File: config.mk
export PLATFORM = sky130hd
export DESIGN_NAME = gpio_mode_port
export DESIGN_NICKNAME = d
export VERILOG_FILES = /design/src/rtl/gpio_port_pkg.sv /design/src/rtl/gpio_addr_dec.sv /design/src/rtl/gpio_mode_regs.sv /design/src/rtl/gpio_pad_ctrl.sv /design/src/rtl/gpio_readback.sv /design/src/rtl/gpio_mode_port.sv
export SDC_FILE = /design/constraint.sdc
export NUM_CORES = 1
export LEC_CHECK = 0
export BUFFER_PORTS_ARGS = -buffer_cell sky130_fd_sc_hd__buf_2
export CORE_MARGIN = 2
export CORE_UTILIZATION = 29
export DETAILED_ROUTE_END_ITERATION = 7
export PLACE_DENSITY = 0.66
export SYNTH_ARGS = -nofsm -noshare
export SYNTH_HDL_FRONTEND = slang
export SYNTH_SLANG_ARGS = --single-unit
File: constraint.sdc
create_clock -name clk -period 0.84 [get_ports clk]
set_input_delay 0.042 -clock clk [delete_from_list [all_inputs] [get_ports clk]]
set_output_delay 0.042 -clock clk [all_outputs]
set_load 0.05 [all_outputs]
File: src/rtl/gpio_port_pkg.sv
package gpio_port_pkg;

   typedef enum logic [1:0] {
      SEL_NONE = 2'd0,
      SEL_DATA = 2'd1,
      SEL_CFG  = 2'd2,
      SEL_PIN  = 2'd3
   } reg_sel_e;

   typedef struct packed {
      logic oe;
      logic out;
      logic pu;
   } pad_drive_t;

   // configuration bit picks direction, data bit picks level or pull-up
   function automatic pad_drive_t pin_drive(input logic cfg_b, input logic dat_b);
      pad_drive_t d;
      d.oe  = cfg_b;
      d.out = cfg_b & dat_b;
      d.pu  = ~cfg_b & dat_b;
      return d;
   endfunction

endpackage

File: src/rtl/gpio_addr_dec.sv
module gpio_addr_dec
   import gpio_port_pkg::*;
#(
   parameter int unsigned ADDR_W = 8,
   parameter logic [ADDR_W-1:0] DATA_ADDR = 'hD4,
   parameter logic [ADDR_W-1:0] CFG_ADDR  = 'hD5,
   parameter logic [ADDR_W-1:0] PIN_ADDR  = 'hD6
)(
   input  logic [ADDR_W-1:0] addr,
   output reg_sel_e          sel
);

   if (DATA_ADDR == CFG_ADDR || DATA_ADDR == PIN_ADDR || CFG_ADDR == PIN_ADDR) begin : g_bad_map
      $error("gpio_addr_dec: register addresses must be distinct");
   end

   always_comb begin
      if (addr == DATA_ADDR)     sel = SEL_DATA;
      else if (addr == CFG_ADDR) sel = SEL_CFG;
      else if (addr == PIN_ADDR) sel = SEL_PIN;
      else                       sel = SEL_NONE;
   end

endmodule

File: src/rtl/gpio_mode_regs.sv
module gpio_mode_regs
   import gpio_port_pkg::*;
#(
   parameter int unsigned PORT_W        = 8,
   parameter bit          HAS_MODE_BITS = 1'b1,
   parameter int unsigned HALT_BIT      = 7,
   parameter int unsigned IDLE_BIT      = 6
)(
   input  logic              clk,
   input  logic              rst_n,
   input  logic              wr_en,
   input  reg_sel_e          sel,
   input  logic [PORT_W-1:0] wdata,
   output logic [PORT_W-1:0] data_q,
   output logic [PORT_W-1:0] cfg_q,
   output logic              halt_q,
   output logic              idle_q
);

   localparam logic [PORT_W-1:0] ONE       = PORT_W'(1);
   localparam logic [PORT_W-1:0] MODE_MASK = HAS_MODE_BITS ? ((ONE << HALT_BIT) | (ONE << IDLE_BIT)) : '0;

   if (HAS_MODE_BITS && (HALT_BIT >= PORT_W || IDLE_BIT >= PORT_W || HALT_BIT == IDLE_BIT)) begin : g_bad_bits
      $error("gpio_mode_regs: mode bit positions out of range or equal");
   end

   logic wr_data, wr_cfg;
   assign wr_data = wr_en && (sel == SEL_DATA);
   assign wr_cfg  = wr_en && (sel == SEL_CFG);

   always_ff @(posedge clk or negedge rst_n) begin
      if (!rst_n) begin
         data_q <= '0;
         cfg_q  <= '0;
      end else begin
         if (wr_data) data_q <= wdata & ~MODE_MASK;
         if (wr_cfg)  cfg_q  <= wdata;
      end
   end

   if (HAS_MODE_BITS) begin : g_strobes
      always_ff @(posedge clk or negedge rst_n) begin
         if (!rst_n) begin
            halt_q <= 1'b0;
            idle_q <= 1'b0;
         end else begin
            halt_q <= wr_data & wdata[HALT_BIT];
            idle_q <= wr_data & wdata[IDLE_BIT];
         end
      end

      assert_halt_cause_R3: assert property (@(posedge clk) disable iff (!rst_n)
         halt_q |-> $past(wr_en && sel == SEL_DATA && wdata[HALT_BIT]));
      assert_idle_cause_R3: assert property (@(posedge clk) disable iff (!rst_n)
         idle_q |-> $past(wr_en && sel == SEL_DATA && wdata[IDLE_BIT]));
      assert_cfg_no_strobe_R3: assert property (@(posedge clk) disable iff (!rst_n)
         (wr_en && sel == SEL_CFG) |=> (!halt_q && !idle_q));
   end else begin : g_no_strobes
      assign halt_q = 1'b0;
      assign idle_q = 1'b0;
   end

   assert_reset_clear_R1: assert property (@(posedge clk) disable iff (!rst_n)
      $rose(rst_n) |-> (data_q == '0 && cfg_q == '0 && !halt_q && !idle_q));

   assert_ignore_unmapped_R9: assert property (@(posedge clk) disable iff (!rst_n)
      (sel == SEL_NONE || !wr_en) |=> ($stable(data_q) && $stable(cfg_q)));

endmodule

File: src/rtl/gpio_pad_ctrl.sv
module gpio_pad_ctrl
   import gpio_port_pkg::*;
#(
   parameter int unsigned PORT_W = 8,
   parameter logic [PORT_W-1:0] KEEP_OFF = '0
)(
   input  logic              clk,
   input  logic              rst_n,
   input  logic [PORT_W-1:0] data_q,
   input  logic [PORT_W-1:0] cfg_q,
   output logic [PORT_W-1:0] pad_oe,
   output logic [PORT_W-1:0] pad_out,
   output logic [PORT_W-1:0] pad_pu
);

   for (genvar i = 0; i < PORT_W; i++) begin : g_pin
      if (KEEP_OFF[i]) begin : g_off
         assign pad_oe[i]  = 1'b0;
         assign pad_out[i] = 1'b0;
         assign pad_pu[i]  = 1'b0;
      end else begin : g_io
         pad_drive_t drv;
         assign drv        = pin_drive(cfg_q[i], data_q[i]);
         assign pad_oe[i]  = drv.oe;
         assign pad_out[i] = drv.out;
         assign pad_pu[i]  = drv.pu;
      end
   end

   assert_oe_pu_exclusive_R2: assert property (@(posedge clk) disable iff (!rst_n)
      (pad_oe & pad_pu) == '0);
   assert_out_needs_oe_R2: assert property (@(posedge clk) disable iff (!rst_n)
      (pad_out & ~pad_oe) == '0);
   assert_reserved_quiet_R6: assert property (@(posedge clk) disable iff (!rst_n)
      ((pad_oe | pad_pu) & KEEP_OFF) == '0);

endmodule

File: src/rtl/gpio_readback.sv
module gpio_readback
   import gpio_port_pkg::*;
#(
   parameter int unsigned PORT_W = 8,
   parameter logic [PORT_W-1:0] FORCE_ONE = '0,
   parameter logic [PORT_W-1:0] MODE_MASK = '0
)(
   input  logic              clk,
   input  logic              rst_n,
   input  logic              rd_en,
   input  reg_sel_e          sel,
   input  logic [PORT_W-1:0] data_q,
   input  logic [PORT_W-1:0] cfg_q,
   input  logic [PORT_W-1:0] pad_in,
   output logic [PORT_W-1:0] rdata
);

   logic [PORT_W-1:0] pin_s;
   logic [PORT_W-1:0] pin_rd;

   always_ff @(posedge clk or negedge rst_n) begin
      if (!rst_n) pin_s <= '0;
      else        pin_s <= pad_in;
   end

   for (genvar i = 0; i < PORT_W; i++) begin : g_pinrd
      if (FORCE_ONE[i]) begin : g_one
         assign pin_rd[i] = 1'b1;
      end else begin : g_live
         assign pin_rd[i] = pin_s[i];
      end
   end

   always_ff @(posedge clk or negedge rst_n) begin
      if (!rst_n) begin
         rdata <= '0;
      end else if (rd_en) begin
         case (sel)
            SEL_DATA: rdata <= data_q;
            SEL_CFG:  rdata <= cfg_q;
            SEL_PIN:  rdata <= pin_rd;
            default:  rdata <= '0;
         endcase
      end
   end

   assert_unmapped_zero_R9: assert property (@(posedge clk) disable iff (!rst_n)
      (rd_en && sel == SEL_NONE) |=> rdata == '0);
   assert_mode_bits_zero_R4: assert property (@(posedge clk) disable iff (!rst_n)
      (rd_en && sel == SEL_DATA) |=> (rdata & MODE_MASK) == '0);
   assert_read_hold_R7: assert property (@(posedge clk) disable iff (!rst_n)
      !rd_en |=> $stable(rdata));
   assert_flag_pins_one_R8: assert property (@(posedge clk) disable iff (!rst_n)
      (rd_en && sel == SEL_PIN) |=> (rdata & FORCE_ONE) == FORCE_ONE);

endmodule

File: src/rtl/gpio_mode_port.sv
module gpio_mode_port
   import gpio_port_pkg::*;
#(
   parameter int unsigned PORT_W        = 8,
   parameter int unsigned ADDR_W        = 8,
   parameter logic [ADDR_W-1:0] DATA_ADDR = 'hD4,
   parameter logic [ADDR_W-1:0] CFG_ADDR  = 'hD5,
   parameter logic [ADDR_W-1:0] PIN_ADDR  = 'hD6,
   parameter bit          HAS_MODE_BITS = 1'b1,
   parameter int unsigned HALT_BIT      = 7,
   parameter int unsigned IDLE_BIT      = 6,
   parameter bit          WDOG_EXCL     = 1'b1,
   parameter int unsigned WDOG_BIT      = 1,
   parameter bit          LOW_FLAGS     = 1'b0,
   parameter int unsigned FLAG_W        = 4
)(
   input  logic              clk,
   input  logic              rst_n,
   input  logic [ADDR_W-1:0] bus_addr,
   input  logic              bus_wr,
   input  logic [PORT_W-1:0] bus_wdata,
   input  logic              bus_rd,
   output logic [PORT_W-1:0] bus_rdata,
   input  logic [PORT_W-1:0] pad_in,
   output logic [PORT_W-1:0] pad_oe,
   output logic [PORT_W-1:0] pad_out,
   output logic [PORT_W-1:0] pad_pu,
   output logic              halt_req,
   output logic              idle_req,
   output logic              alt_clk_phase,
   output logic              startup_dly_en
);

   localparam logic [PORT_W-1:0] ONE       = PORT_W'(1);
   localparam logic [PORT_W-1:0] MODE_MASK = HAS_MODE_BITS ? ((ONE << HALT_BIT) | (ONE << IDLE_BIT)) : '0;
   localparam logic [PORT_W-1:0] WDOG_MASK = WDOG_EXCL ? (ONE << WDOG_BIT) : '0;
   localparam logic [PORT_W-1:0] FLAG_MASK = LOW_FLAGS ? ((ONE << FLAG_W) - ONE) : '0;
   localparam logic [PORT_W-1:0] KEEP_OFF  = MODE_MASK | WDOG_MASK | FLAG_MASK;

   if (PORT_W < 2 || (WDOG_EXCL && WDOG_BIT >= PORT_W) || (LOW_FLAGS && FLAG_W >= PORT_W)) begin : g_bad_cfg
      $error("gpio_mode_port: parameter set is inconsistent");
   end

   reg_sel_e          sel;
   logic [PORT_W-1:0] data_q;
   logic [PORT_W-1:0] cfg_q;

   gpio_addr_dec #(
      .ADDR_W(ADDR_W), .DATA_ADDR(DATA_ADDR), .CFG_ADDR(CFG_ADDR), .PIN_ADDR(PIN_ADDR)
   ) dec_i (
      .addr(bus_addr), .sel(sel)
   );

   gpio_mode_regs #(
      .PORT_W(PORT_W), .HAS_MODE_BITS(HAS_MODE_BITS), .HALT_BIT(HALT_BIT), .IDLE_BIT(IDLE_BIT)
   ) regs_i (
      .clk(clk), .rst_n(rst_n), .wr_en(bus_wr), .sel(sel), .wdata(bus_wdata),
      .data_q(data_q), .cfg_q(cfg_q), .halt_q(halt_req), .idle_q(idle_req)
   );

   gpio_pad_ctrl #(
      .PORT_W(PORT_W), .KEEP_OFF(KEEP_OFF)
   ) pads_i (
      .clk(clk), .rst_n(rst_n), .data_q(data_q), .cfg_q(cfg_q),
      .pad_oe(pad_oe), .pad_out(pad_out), .pad_pu(pad_pu)
   );

   gpio_readback #(
      .PORT_W(PORT_W), .FORCE_ONE(FLAG_MASK), .MODE_MASK(MODE_MASK)
   ) rb_i (
      .clk(clk), .rst_n(rst_n), .rd_en(bus_rd), .sel(sel), .data_q(data_q), .cfg_q(cfg_q),
      .pad_in(pad_in), .rdata(bus_rdata)
   );

   if (HAS_MODE_BITS) begin : g_mode_lvls
      assign alt_clk_phase  = cfg_q[IDLE_BIT];
      assign startup_dly_en = cfg_q[HALT_BIT];
   end else begin : g_no_mode_lvls
      assign alt_clk_phase  = 1'b0;
      assign startup_dly_en = 1'b0;
   end

   assert_mode_lvls_follow_R5: assert property (@(posedge clk) disable iff (!rst_n)
      (bus_wr && sel == SEL_CFG && HAS_MODE_BITS) |=>
         (alt_clk_phase == $past(bus_wdata[IDLE_BIT]) && startup_dly_en == $past(bus_wdata[HALT_BIT])));

endmodule

==> impl_summary.log, run 1 <==
[metrics] routed via count divided by cell count: 4.351
[metrics] violated checks: setup timing
[metrics] violation count after the first detailed-routing iteration: 46
[metrics] part of the total power dissipated in the clock network: 0.345
[metrics] largest family of logic cells by synthesized area: multiplexers
[metrics] minimum period implied by the final worst setup slack: 1097 ps
[metrics] wire length per cell after detailed routing: 14.25 um
[metrics] Clock Skew: 5.029 ps
[metrics] distinct cell type count of the synthesized netlist: 22
[metrics] die extent in x: 76.20 um
[metrics] CTS tree: done
[metrics] Peak VDD IR: 870.5 uV
[metrics] global routing met2 resource utilization: 0.2384
[metrics] synthesized instance count: 120
[metrics] HPWL after detailed placement: 2629 um
[metrics] Global Route met3 Usage: 0.03791
[metrics] number of vias in the routed layout: 1179
[metrics] H-tree levels: 2
[metrics] overall routing resource usage: 0.1427
[metrics] post-synthesis mux area share: 0.1440
[metrics] list of cells traversed by the critical path: and2_4 -> buf_8
[metrics] area fraction in compound gates after synthesis: 0.08444
[metrics] sequential share of power: 0.469
[metrics] largest incremental delay on the critical path: 460 ps
[metrics] parity-gate share of the synthesized area counting xor and xnor cells: 0
[metrics] number of fill cells: 468
[metrics] count of pins on the block boundary: 64
[metrics] maximum number of pins on one net before global-route repair: 33
[metrics] summed instance area of the synthesized netlist: 0.001511 mm2
[metrics] RSZ-0062 raised after global routing: true
[metrics] Critical Path Slowest Stage Cell: sky130_fd_sc_hd__dfrtp_2
[metrics] worst reg2reg path endpoint: rb_i.rdata[0]
[metrics] standard-cell row count: 26
[metrics] switch share: 0.2735
[metrics] Pint: 2.555 mW
[metrics] Initial Util: 0.2978
[metrics] standard cell core area: 0.005075 mm2
[metrics] data arrival time at the worst-slack endpoint: 1060 ps
[metrics] layout cell share with drive strength beyond 1: 0.6119
[metrics] Post-Layout Inst Area: 0.002417 mm2
[metrics] post-synthesis simple-gate area fraction: 0.1217
[metrics] Switch Pwr: 962.0 uW
[metrics] power density of the placed cells: 1455 mW/mm2
[metrics] depth of the worst hold-timing path: 2
[metrics] die span in y: 76.20 um
[metrics] required time of the critical path: 800 ps
[metrics] # DRC: 0
[metrics] synthesized-area fraction occupied by adder cells: 0
[metrics] count of clock tree sinks: 32
[metrics] proportion of synthesized chip area in sequential cells: 0.5298
[metrics] Synth warnings: 0
[metrics] Logic pwr share: 0.187
[metrics] port buffer count: 54
[metrics] met1 Track Usage GR: 0.1747
[metrics] TritonCTS buffer count: 5
[metrics] hold path startpoint: bus_wdata[2]
[metrics] Crit. End Element: primary output
[metrics] ratio of final minimum period to clock period: 1.306
[metrics] startpoint type of the worst setup path: register
[metrics] number of violations of the max-capacitance limit: 0
[metrics] number of antenna repair diodes: 0
[metrics] Post-Route Setup TNS: -4838 ps
[metrics] area growth from synthesis to final layout: 59.93%
[metrics] clock latency at the later pin of the worst-skew pair: 280 ps
[metrics] cell area reported after detailed placement: 0.001927 mm2
[metrics] weighted congestion at the end of routability-driven global placement: 0.7155
[metrics] busiest layer in global routing: met2
[metrics] Post-Syn Area per Cell: 12.60 um2
[metrics] internal reg-to-reg setup slack: -120 ps
[metrics] Clock Path Buffers: 2
[metrics] clock-pin transition on the worst setup and hold timing paths: 70 ps
[metrics] number of hold-slack violations in the final timing report: 0
[metrics] number of antenna violations at the first check in global routing: 0
[metrics] vias in the first global route: 1308
[metrics] crit path kind: register to primary output
[metrics] endpoints failing setup: 43
[metrics] number of synthesized register bits: 32
[metrics] 1st-pass router iterations: 4
[metrics] clock root cell: sky130_fd_sc_hd__clkbuf_8
[metrics] global-route wire length before repair: 6451 um
[metrics] peak clock frequency supported by timing: 911.4 MHz
[metrics] Routed WL: 3863 um
[metrics] GR Overflow Total: 0
[metrics] post-route ant nets: 0
[metrics] class of the tightest hold or removal check: input port to register
[metrics] final critical-path setup slack: -257.2 ps
[metrics] Worst Hold End: regs_i.cfg_q[2]
[metrics] CP Max Fanout: 5
[metrics] worst-case hold slack: 5.476 ps
[metrics] worst reg2reg startpoint: regs_i.data_q[0]
[metrics] full die area: 0.005806 mm2
[metrics] Reg2Reg Depth: 3
[metrics] nets@finish: 228
[metrics] Static Leakage: 1.198 nW
[metrics] Setup Slack @ Placement: -441.6 ps
[metrics] final max-slew violation count: 0
[metrics] outcome: complete, but fails checks
## power groups by stage
stage	Sequential, mW	Combinational (mW)	Clock (mW)
3_3_place_gp	1.67	0.533	0
3_5_place_dp	1.67	0.542	0
5_1_grt	1.66	0.698	1.33
2_1_floorplan	1.67	0.384	0
4_1_cts	1.65	0.650	1.24
6_report	1.65	0.656	1.21
## sequential cells by signal, summed over array words and instances (netlist names)
signal         cells
regs_i.halt_q      1
regs_i.cfg_q       8
regs_i.idle_q      1
regs_i.data_q      6
rb_i.rdata         8
rb_i.pin_rd        8
## cell usage after synthesis
library cell                instances  area, um2
sky130_fd_sc_hd__nand2_1            1      3.750
sky130_fd_sc_hd__o22ai_1            6      37.54
sky130_fd_sc_hd__conb_1             1      3.750
sky130_fd_sc_hd__nand4_4            2      42.54
sky130_fd_sc_hd__buf_4             14      105.1
sky130_fd_sc_hd__mux2_2            14      157.7
sky130_fd_sc_hd__nor2b_1            7      43.79
sky130_fd_sc_hd__a2bb2oi_1          6      52.55
sky130_fd_sc_hd__inv_1              8      30.03
sky130_fd_sc_hd__buf_2              1      5.000
sky130_fd_sc_hd__clkbuf_1           1      3.750
sky130_fd_sc_hd__buf_6              3      33.78
sky130_fd_sc_hd__nor2_1             3      11.26
sky130_fd_sc_hd__and2b_1            2      15.01
sky130_fd_sc_hd__and4b_1            1      10.01
sky130_fd_sc_hd__nand4_1            2      12.51
sky130_fd_sc_hd__a41o_1             2      20.02
sky130_fd_sc_hd__dfrtp_1           32      800.8
sky130_fd_sc_hd__nor2b_4            1      13.76
sky130_fd_sc_hd__and2_1             5      31.28
sky130_fd_sc_hd__mux2i_1            6      60.06
sky130_fd_sc_hd__a22o_1             2      17.52
## logic make-up after synthesis
logic type	after synthesis
buffers and inverters	27
AOI/OAI and AO/OA	16
muxes	20
and+or+nand+nor	24
other	1
DFF	32
## timing repair
| item | 4_1_cts | 5_1_grt |
|---|---|---|
| endpoints found under the setup margin | 49 | 49 |
| setup buffers | 5 | 0 |
| hold endpoints to repair | 42 | 0 |
| gates cloned | 0 | 0 |
| pin swaps | 4 | 1 |
| hold buffers | 11 | 0 |
| resized for setup | 79 | 5 |
## critical path, delay by kind of cell, from the launching register on
kind | cells | cell delay [ps]
DFF | 1 | 460
buffers and inverters | 1 | 140
and+or+nand+nor | 1 | 160
## routing by layer
layer / vias to the layer above / share of wire / wire length, um
met2: 54 / 0.50 / 1938
met1: 570 / 0.41 / 1587
met3: 7 / 0.071 / 275
met5: - / 0 / 0
met4: 0 / 0.016 / 63
li1: 548 / - / -
## stage by stage
stage | utilization | cells | power (mW)
after global routing | 0.4763 | 271 | 3.680
after detailed placement | 0.3797 | 247 | 2.211
after floorplan | - | 128 | 2.059
after global placement | 0.3797 | 247 | 2.199
final | 0.4763 | 271 | 3.517
after CTS | 0.4731 | 271 | 3.539
## layout make-up
cell class,count,area [um2],area share
tap,70,87.58,0.03623
multi-input combinational,69,626.9,0.2593
timing repair buffer,84,763.2,0.3157
inverter,8,30.03,0.01242
clock buffer,8,90.09,0.03727
sequential,32,819.5,0.3390
## worst max-delay path by stage
stage                                from         endpoint  slack, ps
after global routing      regs_i.cfg_q[4]       pad_out[4]       -280
final                     regs_i.cfg_q[4]       pad_out[4]       -260
after CTS                 regs_i.cfg_q[0]       pad_out[0]       -250
after global placement        bus_addr[5]  regs_i.cfg_q[6]       -360
after floorplan           regs_i.cfg_q[6]    rb_i.rdata[6]       -180
after detailed placement      bus_addr[5]  regs_i.cfg_q[6]       -440
## cell usage in the layout, fill, tap and decap left out, types with 5 or more instances in the layout
master,n
sky130_fd_sc_hd__a2bb2oi_1,6
sky130_fd_sc_hd__dlygate4sd3_1,11
sky130_fd_sc_hd__buf_4,13
sky130_fd_sc_hd__mux2i_1,6
sky130_fd_sc_hd__mux2_2,11
sky130_fd_sc_hd__conb_1,9
sky130_fd_sc_hd__and2_4,5
sky130_fd_sc_hd__nor2b_4,6
sky130_fd_sc_hd__o22ai_1,6
sky130_fd_sc_hd__dfrtp_2,15
sky130_fd_sc_hd__inv_1,8
sky130_fd_sc_hd__buf_6,24
sky130_fd_sc_hd__buf_2,26
sky130_fd_sc_hd__dfrtp_1,17
sky130_fd_sc_hd__buf_8,9
sky130_fd_sc_hd__clkbuf_8,6
Note: power is estimated with default switching activity, not from simulation.
==> run 2, diff against run 1 <==
- ABC_AREA: unset -> 1
- PLACE_DENSITY: 0.66 -> 0.65
==> run 2 against run 1 <==
Critical path type unchanged. Register-to-register slack got worse by 40 ps. First-iteration DRC count up 37%. The flow still finishes with violations (setup timing). Power grew 13%.
==> impl_summary.log, run 2 <==
[metrics] endpoints failing setup: 34 (was 43)
[metrics] worst-case hold slack: 67.50 ps (was 5.476 ps)
[metrics] standard-cell row count: 27 (was 26)
[metrics] crit path kind: register to primary output (unchanged)
[metrics] final critical-path setup slack: -221.4 ps (was -257.2 ps)
[metrics] HPWL after detailed placement: 2832 um (was 2629 um)
[metrics] cell total after placement: 311 (was 247)
[metrics] non-filler instance count after layout: 358 (was 271)
[metrics] Design Power: 3.969 mW (was 3.517 mW)
[metrics] wire length per cell after detailed routing: 11.30 um (was 14.25 um)
[metrics] violation count after the first detailed-routing iteration: 63 (was 46)
[metrics] Primary FF master, synth: sky130_fd_sc_hd__dfrtp_1 (unchanged)
[metrics] final max-slew violation count: 0 (unchanged)
[metrics] Static Leakage: 1.479 nW (was 1.198 nW)
[metrics] ratio of final minimum period to clock period: 1.264 (was 1.306)
[metrics] distinct cell type count of the synthesized netlist: 21 (was 22)
[metrics] startpoint type of the worst setup path: register (unchanged)
[metrics] number of hold-slack violations in the final timing report: 0 (unchanged)
[metrics] Crit. End Element: primary output (unchanged)
[metrics] worst reg2reg startpoint: regs_i.cfg_q[4] (was regs_i.data_q[0])
[metrics] Setup Slack @ Placement: -171.0 ps (was -441.6 ps)
[metrics] die span in y: 78.69 um (was 76.20 um)
[metrics] Post-Layout Inst Area: 0.002763 mm2 (was 0.002417 mm2)
[metrics] outcome: complete, but fails checks (unchanged)
[metrics] Worst Hold End: rb_i.rdata[5] (was regs_i.cfg_q[2])
[metrics] port buffer count: 54 (unchanged)
[metrics] class of the tightest hold or removal check: input port to register (unchanged)
[metrics] number of vias in the routed layout: 1487 (was 1179)
[metrics] proportion of synthesized chip area in sequential cells: 0.4950 (was 0.5298)
[metrics] Post-Syn Area per Cell: 8.792 um2 (was 12.60 um2)
[metrics] full die area: 0.006192 mm2 (was 0.005806 mm2)
[metrics] power density of the placed cells: 1437 mW/mm2 (was 1455 mW/mm2)
[metrics] clock root cell: sky130_fd_sc_hd__clkbuf_8 (unchanged)
[metrics] internal reg-to-reg setup slack: -160 ps (was -120 ps)
[metrics] number of antenna repair diodes: 0 (unchanged)
[metrics] clock-pin transition on the worst setup and hold timing paths: 60 ps (was 70 ps)
[metrics] Synth area leaders: sky130_fd_sc_hd__dfrtp_1 49%, sky130_fd_sc_hd__nand2_1 12%, sky130_fd_sc_hd__nand3_1 8.0% (was sky130_fd_sc_hd__dfrtp_1 53%, sky130_fd_sc_hd__mux2_2 10%, sky130_fd_sc_hd__buf_4 7.0%)
[metrics] cell type with the largest total area after synthesis: sky130_fd_sc_hd__dfrtp_1 (unchanged)
[metrics] routed via count divided by cell count: 4.154 (was 4.351)
[metrics] number of violations of the max-capacitance limit: 0 (unchanged)
[metrics] Routed WL: 4046 um (was 3863 um)
[metrics] Reg2Reg Depth: 6 (was 3)
[metrics] Synth warnings: 0 (unchanged)
[metrics] worst reg2reg path endpoint: rb_i.rdata[4] (was rb_i.rdata[0])
[metrics] clock latency at the later pin of the worst-skew pair: 290 ps (was 280 ps)
[metrics] vias in the first global route: 1485 (was 1308)
[metrics] depth of the worst hold-timing path: 3 (was 2)
[metrics] TritonCTS buffer count: 5 (unchanged)
[metrics] cell area reported after detailed placement: 0.001997 mm2 (was 0.001927 mm2)
[metrics] synthesized instance count: 184 (was 120)
[metrics] Peak VDD IR: 727.8 uV (was 870.5 uV)
[metrics] Initial Util: 0.2974 (was 0.2978)
[metrics] die extent in x: 78.69 um (was 76.20 um)
[metrics] required time of the critical path: 800 ps (about the same)
[metrics] most common cell after layout, fill and taps aside: sky130_fd_sc_hd__nand2_1 (was sky130_fd_sc_hd__buf_2)
[metrics] share of flip-flops with an asynchronous set or reset after synthesis: 1.000 (unchanged)
[metrics] summed instance area of the synthesized netlist: 0.001618 mm2 (was 0.001511 mm2)
[metrics] CTS tree: done (unchanged)
[metrics] peak clock frequency supported by timing: 942.2 MHz (was 911.4 MHz)
[metrics] global-route wire length before repair: 6582 um (was 6451 um)
[metrics] area growth from synthesis to final layout: 70.77% (was 59.93%)
[metrics] data arrival time at the worst-slack endpoint: 1020 ps (was 1060 ps)
[metrics] 1st-pass router iterations: 4 (unchanged)
[metrics] H-tree levels: 2 (unchanged)
[metrics] EDFF count, synth: 0 (unchanged)
[metrics] Clock Skew: 4.026 ps (was 5.029 ps)
[metrics] nets@finish: 313 (was 228)
[metrics] number of synthesized register bits: 32 (unchanged)
[metrics] GR Overflow Total: 0 (unchanged)
[metrics] Clock Path Buffers: 2 (unchanged)
[metrics] violated checks: setup timing (unchanged)
[metrics] maximum number of pins on one net before global-route repair: 21 (was 33)
[metrics] count of clock tree sinks: 32 (unchanged)
[metrics] overall routing resource usage: 0.1357 (was 0.1427)
[metrics] post-route ant nets: 0 (unchanged)
[metrics] top-count cell post-synth: sky130_fd_sc_hd__nand2_1 (was sky130_fd_sc_hd__dfrtp_1)
[metrics] most frequent cells after synthesis: 51 x sky130_fd_sc_hd__nand2_1, 32 x sky130_fd_sc_hd__dfrtp_1, 26 x sky130_fd_sc_hd__nand3_1 (was 32 x sky130_fd_sc_hd__dfrtp_1, 14 x sky130_fd_sc_hd__buf_4, 14 x sky130_fd_sc_hd__mux2_2)
[metrics] hold path startpoint: bus_rd (was bus_wdata[2])
[metrics] RSZ-0062 raised after global routing: true (unchanged)
[metrics] CP Max Fanout: 4 (was 5)
[metrics] minimum period implied by the final worst setup slack: 1061 ps (was 1097 ps)
[metrics] count of pins on the block boundary: 64 (unchanged)
[metrics] weighted congestion at the end of routability-driven global placement: 0.8158 (was 0.7155)
[metrics] # DRC: 0 (unchanged)
[metrics] share of the synthesized area in the top cell type: 0.4950 (was 0.5298)
[metrics] number of antenna violations at the first check in global routing: 0 (unchanged)
[metrics] standard cell core area: 0.005439 mm2 (was 0.005075 mm2)
[metrics] layout cell share with drive strength beyond 1: 0.5594 (was 0.6119)
[metrics] most used cells in the layout excluding fill and tap cells: 47 x sky130_fd_sc_hd__nand2_1, 35 x sky130_fd_sc_hd__buf_6, 28 x sky130_fd_sc_hd__buf_2 (was 26 x sky130_fd_sc_hd__buf_2, 24 x sky130_fd_sc_hd__buf_6, 17 x sky130_fd_sc_hd__dfrtp_1)
[run 2: final cells by class]
type                            count  area, um2
Fill cell                         523       2676
Timing Repair Buffer              104      934.6
Sequential cell                    32      810.8
Multi-Input combinational cell    121      747.0
Clock buffer                        8      100.1
Tap cell                           72      90.09
Inverter                           21      80.08
[run 2: kinds of logic (layout without fill, tap and decap cells)]
kind of cell,after synthesis,after routing,synth area share
AND/OR/NAND/NOR,97,97,0.3070
flip-flops,32,32,0.4950
other,1,9,0.002318
AO/OA/AOI/OAI,15,15,0.05568
buffers and inverters,39,133,0.1400
[run 2: stage by stage]
step           setup TNS, ps    util
6_report               -3755  0.5079
3_3_place_gp           -2258  0.3672
5_1_grt                -5066  0.5079
3_5_place_dp           -2599  0.3672
4_1_cts                -3512  0.4741
2_1_floorplan              0       -
[run 2: layer usage]
layer,track usage,part of all wire,up-vias
met2,0.2350,0.51,43
met5,0,0,-
met1,0.1636,0.42,680
met3,0.04091,0.058,7
li1,-,-,757
met4,0.03684,0.011,0
[run 2: what timing repair did]
item | 4_1_cts | 5_1_grt
hold buffers | 17 | 0
setup buffers | 18 | 8
hold endpoints to repair | 55 | 0
resized for setup | 64 | 44
endpoints found under the setup margin | 32 | 39
pin swaps | 8 | 17
[run 2: power breakdown]
part | switching, mW | internal (mW) | leakage, nW
registers | 0.0673 | 1.61 | 0.385
logic | 0.585 | 0.421 | 1.04
clock network | 0.537 | 0.747 | 0.0515
[run 2: worst max-delay path, cell delays in order, from the launching register on]
cell and delay (ps):
sky130_fd_sc_hd__dfrtp_2 460, sky130_fd_sc_hd__nor2_4 130, sky130_fd_sc_hd__buf_8 150
[run 2: how the worst max path moves through the flow]
stage,endpoint,cells after the start,from
global route,pad_pu[2],2,regs_i.cfg_q[2]
floorplan,rb_i.rdata[7],4,regs_i.cfg_q[7]
finish,pad_pu[3],2,regs_i.cfg_q[3]
CTS,pad_pu[2],3,regs_i.data_q[2]
detailed placement,rb_i.rdata[3],9,bus_addr[5]
global placement,rb_i.rdata[0],9,bus_addr[5]
==> run 3, diff against run 2 <==
- GPL_ROUTABILITY_DRIVEN: unset -> 0
- PLACE_DENSITY: 0.65 -> unset
- SYNTH_HIERARCHICAL: unset -> 1
==> run 3 against run 2 <==
The run still ends with setup timing left. Sequential share of layout area down 0.31 points. Die area up 5.0%. First-iteration DRC count unchanged. Highest routed layer unchanged. Clock-buffer cell count down 1. Setup slack better by 10 ps. Sequential cell count unchanged.
==> impl_summary.log, run 3 <==
[metrics] outcome: complete, but fails checks (unchanged)
[metrics] violated checks: setup timing (unchanged)
[metrics] worst reg2reg path endpoint: rb_i/rdata[4] (was rb_i.rdata[4])
[metrics] final max-slew violation count: 0 (unchanged)
[metrics] GR Overflow Total: 0 (unchanged)
[metrics] top-count cell post-synth: sky130_fd_sc_hd__nand2_1 (unchanged)
[metrics] post-route ant nets: 0 (unchanged)
[metrics] depth of the worst hold-timing path: 3 (unchanged)
[metrics] most common cell after layout, fill and taps aside: sky130_fd_sc_hd__nand2_1 (unchanged)
[metrics] sequential share of power: 0.443 (was 0.423)
[metrics] CP Max Fanout: 3 (was 4)
[metrics] internal reg-to-reg setup slack: -180 ps (was -160 ps)
[metrics] standard-cell row count: 27 (unchanged)
[metrics] Pint: 2.707 mW (was 2.780 mW)
[metrics] Logic pwr share: 0.228 (was 0.254)
[metrics] maximum number of pins on one net before global-route repair: 33 (was 21)
[metrics] power density of the placed cells: 1390 mW/mm2 (was 1437 mW/mm2)
[metrics] TritonCTS buffer count: 5 (unchanged)
[metrics] count of clock tree sinks: 32 (unchanged)
[metrics] wire length per cell after detailed routing: 11.52 um (was 11.30 um)
[metrics] number of antenna violations at the first check in global routing: 0 (unchanged)
[metrics] peak clock frequency supported by timing: 951.1 MHz (was 942.2 MHz)
[metrics] Switch Pwr: 1.167 mW (was 1.190 mW)
[metrics] standard cell core area: 0.005574 mm2 (was 0.005439 mm2)
[metrics] summed instance area of the synthesized netlist: 0.001703 mm2 (was 0.001618 mm2)
[metrics] EDFF count, synth: 0 (unchanged)
[metrics] routed via count divided by cell count: 4.419 (was 4.154)
[metrics] crit path kind: register to primary output (unchanged)
[metrics] data arrival time at the worst-slack endpoint: 1010 ps (was 1020 ps)
[metrics] launching element of the worst setup path: regs_i/data_q[0] (was regs_i.cfg_q[3])
[metrics] Critical Path Slowest Stage Cell: sky130_fd_sc_hd__dfrtp_1 (was sky130_fd_sc_hd__dfrtp_2)
[metrics] share of flip-flops with an asynchronous set or reset after synthesis: 1.000 (unchanged)
[metrics] number of antenna repair diodes: 0 (unchanged)
[metrics] Setup Slack @ Placement: -397.5 ps (was -171.0 ps)
[metrics] Peak VDD IR: 663.3 uV (was 727.8 uV)
[metrics] vias in the first global route: 1455 (was 1485)
[metrics] Routed WL: 4100 um (was 4046 um)
[metrics] largest incremental delay on the critical path: 420 ps (was 460 ps)
[metrics] Primary FF master, synth: sky130_fd_sc_hd__dfrtp_1 (unchanged)
[metrics] most frequent cells after synthesis: 58 x sky130_fd_sc_hd__nand2_1, 33 x sky130_fd_sc_hd__nand3_1, 32 x sky130_fd_sc_hd__dfrtp_1 (was 51 x sky130_fd_sc_hd__nand2_1, 32 x sky130_fd_sc_hd__dfrtp_1, 26 x sky130_fd_sc_hd__nand3_1)
[metrics] worst-case hold slack: 21.59 ps (was 67.50 ps)
[metrics] clock-pin transition on the worst setup and hold timing paths: 60 ps (about the same)
[metrics] violation count after the first detailed-routing iteration: 63 (unchanged)
[metrics] H-tree levels: 2 (unchanged)
[metrics] CTS tree: done (unchanged)
[metrics] hold path startpoint: bus_wdata[2] (was bus_rd)
[metrics] endpoints failing setup: 39 (was 34)
[metrics] die span in y: 80.63 um (was 78.69 um)
[metrics] RSZ-0062 raised after global routing: true (unchanged)
[metrics] number of hold-slack violations in the final timing report: 0 (unchanged)
[metrics] Clock Path Buffers: 2 (unchanged)
[metrics] Synth warnings: 6 (was 0)
[metrics] switch share: 0.3012 (was 0.2997)
[metrics] class of the tightest hold or removal check: input port to register (unchanged)
[metrics] layout cell share with drive strength beyond 1: 0.5599 (was 0.5594)
[metrics] clock root cell: sky130_fd_sc_hd__clkbuf_8 (unchanged)
[metrics] 1st-pass router iterations: 4 (unchanged)
[metrics] Initial Util: 0.3055 (was 0.2974)
[metrics] number of fill cells: 542 (was 523)
[metrics] part of the total power dissipated in the clock network: 0.329 (was 0.323)
[metrics] final critical-path setup slack: -211.4 ps (was -221.4 ps)
[metrics] Post-Syn Area per Cell: 8.600 um2 (was 8.792 um2)
[metrics] Clock Skew: 2.387 ps (was 4.026 ps)
[metrics] proportion of synthesized chip area in sequential cells: 0.4702 (was 0.4950)
[metrics] Static Leakage: 1.427 nW (was 1.479 nW)
[metrics] ratio of final minimum period to clock period: 1.252 (was 1.264)
[metrics] # DRC: 0 (unchanged)
[metrics] buffer and inverter count on the worst path: 2 (was 1)
[metrics] area growth from synthesis to final layout: 63.70% (was 70.77%)
[metrics] count of pins on the block boundary: 64 (unchanged)
[metrics] required time of the critical path: 800 ps (about the same)
[metrics] full die area: 0.006501 mm2 (was 0.006192 mm2)
[metrics] worst reg2reg startpoint: regs_i/cfg_q[4] (was regs_i.cfg_q[4])
[metrics] Crit. End Element: primary output (unchanged)
[metrics] minimum period implied by the final worst setup slack: 1051 ps (was 1061 ps)
[metrics] most used cells in the layout excluding fill and tap cells: 48 x sky130_fd_sc_hd__nand2_1, 35 x sky130_fd_sc_hd__buf_6, 25 x sky130_fd_sc_hd__dfrtp_1 (was 47 x sky130_fd_sc_hd__nand2_1, 35 x sky130_fd_sc_hd__buf_6, 28 x sky130_fd_sc_hd__buf_2)
[metrics] Worst Hold End: regs_i/cfg_q[2] (was rb_i.rdata[5])
[metrics] overall routing resource usage: 0.1353 (was 0.1357)
[metrics] number of violations of the max-capacitance limit: 0 (unchanged)
[metrics] number of synthesized register bits: 32 (unchanged)
[metrics] cell type group with the largest total delay on the critical path: flip-flops (unchanged)
[metrics] synthesized instance count: 198 (was 184)
[metrics] global-route wire length before repair: 6596 um (was 6582 um)
[metrics] nets@finish: 312 (was 313)
[metrics] Synth area leaders: sky130_fd_sc_hd__dfrtp_1 47%, sky130_fd_sc_hd__nand2_1 13%, sky130_fd_sc_hd__nand3_1 9.7% (was sky130_fd_sc_hd__dfrtp_1 49%, sky130_fd_sc_hd__nand2_1 12%, sky130_fd_sc_hd__nand3_1 8.0%)
[metrics] die extent in x: 80.63 um (was 78.69 um)
[metrics] number of vias in the routed layout: 1573 (was 1487)
[metrics] distinct cell type count of the synthesized netlist: 16 (was 21)
[metrics] cell type with the largest total area after synthesis: sky130_fd_sc_hd__dfrtp_1 (unchanged)
[metrics] port buffer count: 54 (unchanged)
[metrics] list of cells traversed by the critical path: inv_2 -> nor2_4 -> buf_6 (was nor2_4 -> buf_8)
[metrics] HPWL after detailed placement: 2953 um (was 2832 um)
[metrics] share of the synthesized area in the top cell type: 0.4702 (was 0.4950)
[metrics] startpoint type of the worst setup path: register (unchanged)
[metrics] Reg2Reg Depth: 6 (unchanged)
[metrics] clock latency at the later pin of the worst-skew pair: 280 ps (was 290 ps)
-- run 3: changes by cell type after synthesis, moves of 4 or more --
cell	change
sky130_fd_sc_hd__buf_6	+6
sky130_fd_sc_hd__nor2_1	-5
sky130_fd_sc_hd__nand2_2	-5
sky130_fd_sc_hd__o21ai_1	-10
sky130_fd_sc_hd__nand3_1	+7
sky130_fd_sc_hd__nand2_1	+7
sky130_fd_sc_hd__nor2_2	+8
sky130_fd_sc_hd__nand4_1	+14
sky130_fd_sc_hd__o21ai_2	-4
-- run 3: worst min-delay path, stage by stage --
cell                      delay (ps)
sky130_fd_sc_hd__buf_2           110
sky130_fd_sc_hd__nand4_1          80
sky130_fd_sc_hd__nand2_1          50
-- run 3: cells by family (layout without fill, tap and decap cells) --
kind of cell / count (synthesis) / count (layout) / synth area share
XOR/XNOR: 1 / 1 / 0.005144
flip-flops: 32 / 32 / 0.4702
AND/OR/NAND/NOR: 118 / 118 / 0.3343
other: 2 / 11 / 0.004410
buffers and inverters: 45 / 122 / 0.1859
-- run 3: repair_timing --
action                                  4_1_cts  5_1_grt
hold endpoints to repair                     42        0
pin swaps                                    23       16
endpoints found under the setup margin       44       49
hold buffers                                 11        0
gates resized for setup                      76       28
setup buffers                                16        1
-- run 3: layer usage --
metal | vias to the layer above | wire [um] | global-route usage
li1 | 781 | - | -
met4 | 0 | 49 | 0.04576
met2 | 43 | 2167 | 0.2283
met1 | 744 | 1681 | 0.1665
met3 | 5 | 201 | 0.03596
met5 | - | 0 | 0
-- run 3: metrics by stage --
stage               utilization  area (um2)  TNS (ps)  total power [mW]  instances
floorplan                     -        1867    -844.4             2.244        207
CTS                      0.4826        2690     -3610             3.879        355
global placement         0.3818        2128     -8041             2.381        321
finish                   0.5001        2788     -3529             3.874        356
detailed placement       0.3818        2128     -8555             2.387        321
global route             0.5001        2788     -5775             4.053        356
-- run 3: worst max-delay path by stage --
stage / end / cells after the start
4_1_cts: pad_pu[0] / 2
5_1_grt: pad_pu[0] / 3
3_5_place_dp: rb_i/rdata[0] / 10
3_3_place_gp: rb_i/rdata[5] / 10
6_report: pad_pu[0] / 3
2_1_floorplan: rb_i/rdata[4] / 10
-- run 3: layout make-up --
class / instances / area (um2) / area share
clock buffers: 7 / 96.34 / 0.03456
inverters: 20 / 100.1 / 0.03591
well taps: 72 / 90.09 / 0.03232
flip-flops and latches: 32 / 809.5 / 0.2904
multi-input cells: 130 / 827.0 / 0.2967
repair buffers: 95 / 864.6 / 0.3101
-- run 3: power by group through the flow --
| stage | Combinational (mW) | Clock, mW | Sequential [mW] |
|---|---|---|---|
| 2_1_floorplan | 0.492 | 0 | 1.75 |
| 3_3_place_gp | 0.631 | 0 | 1.75 |
| 3_5_place_dp | 0.637 | 0 | 1.75 |
| 4_1_cts | 0.852 | 1.31 | 1.72 |
| 5_1_grt | 0.944 | 1.38 | 1.73 |
| 6_report | 0.882 | 1.27 | 1.72 |
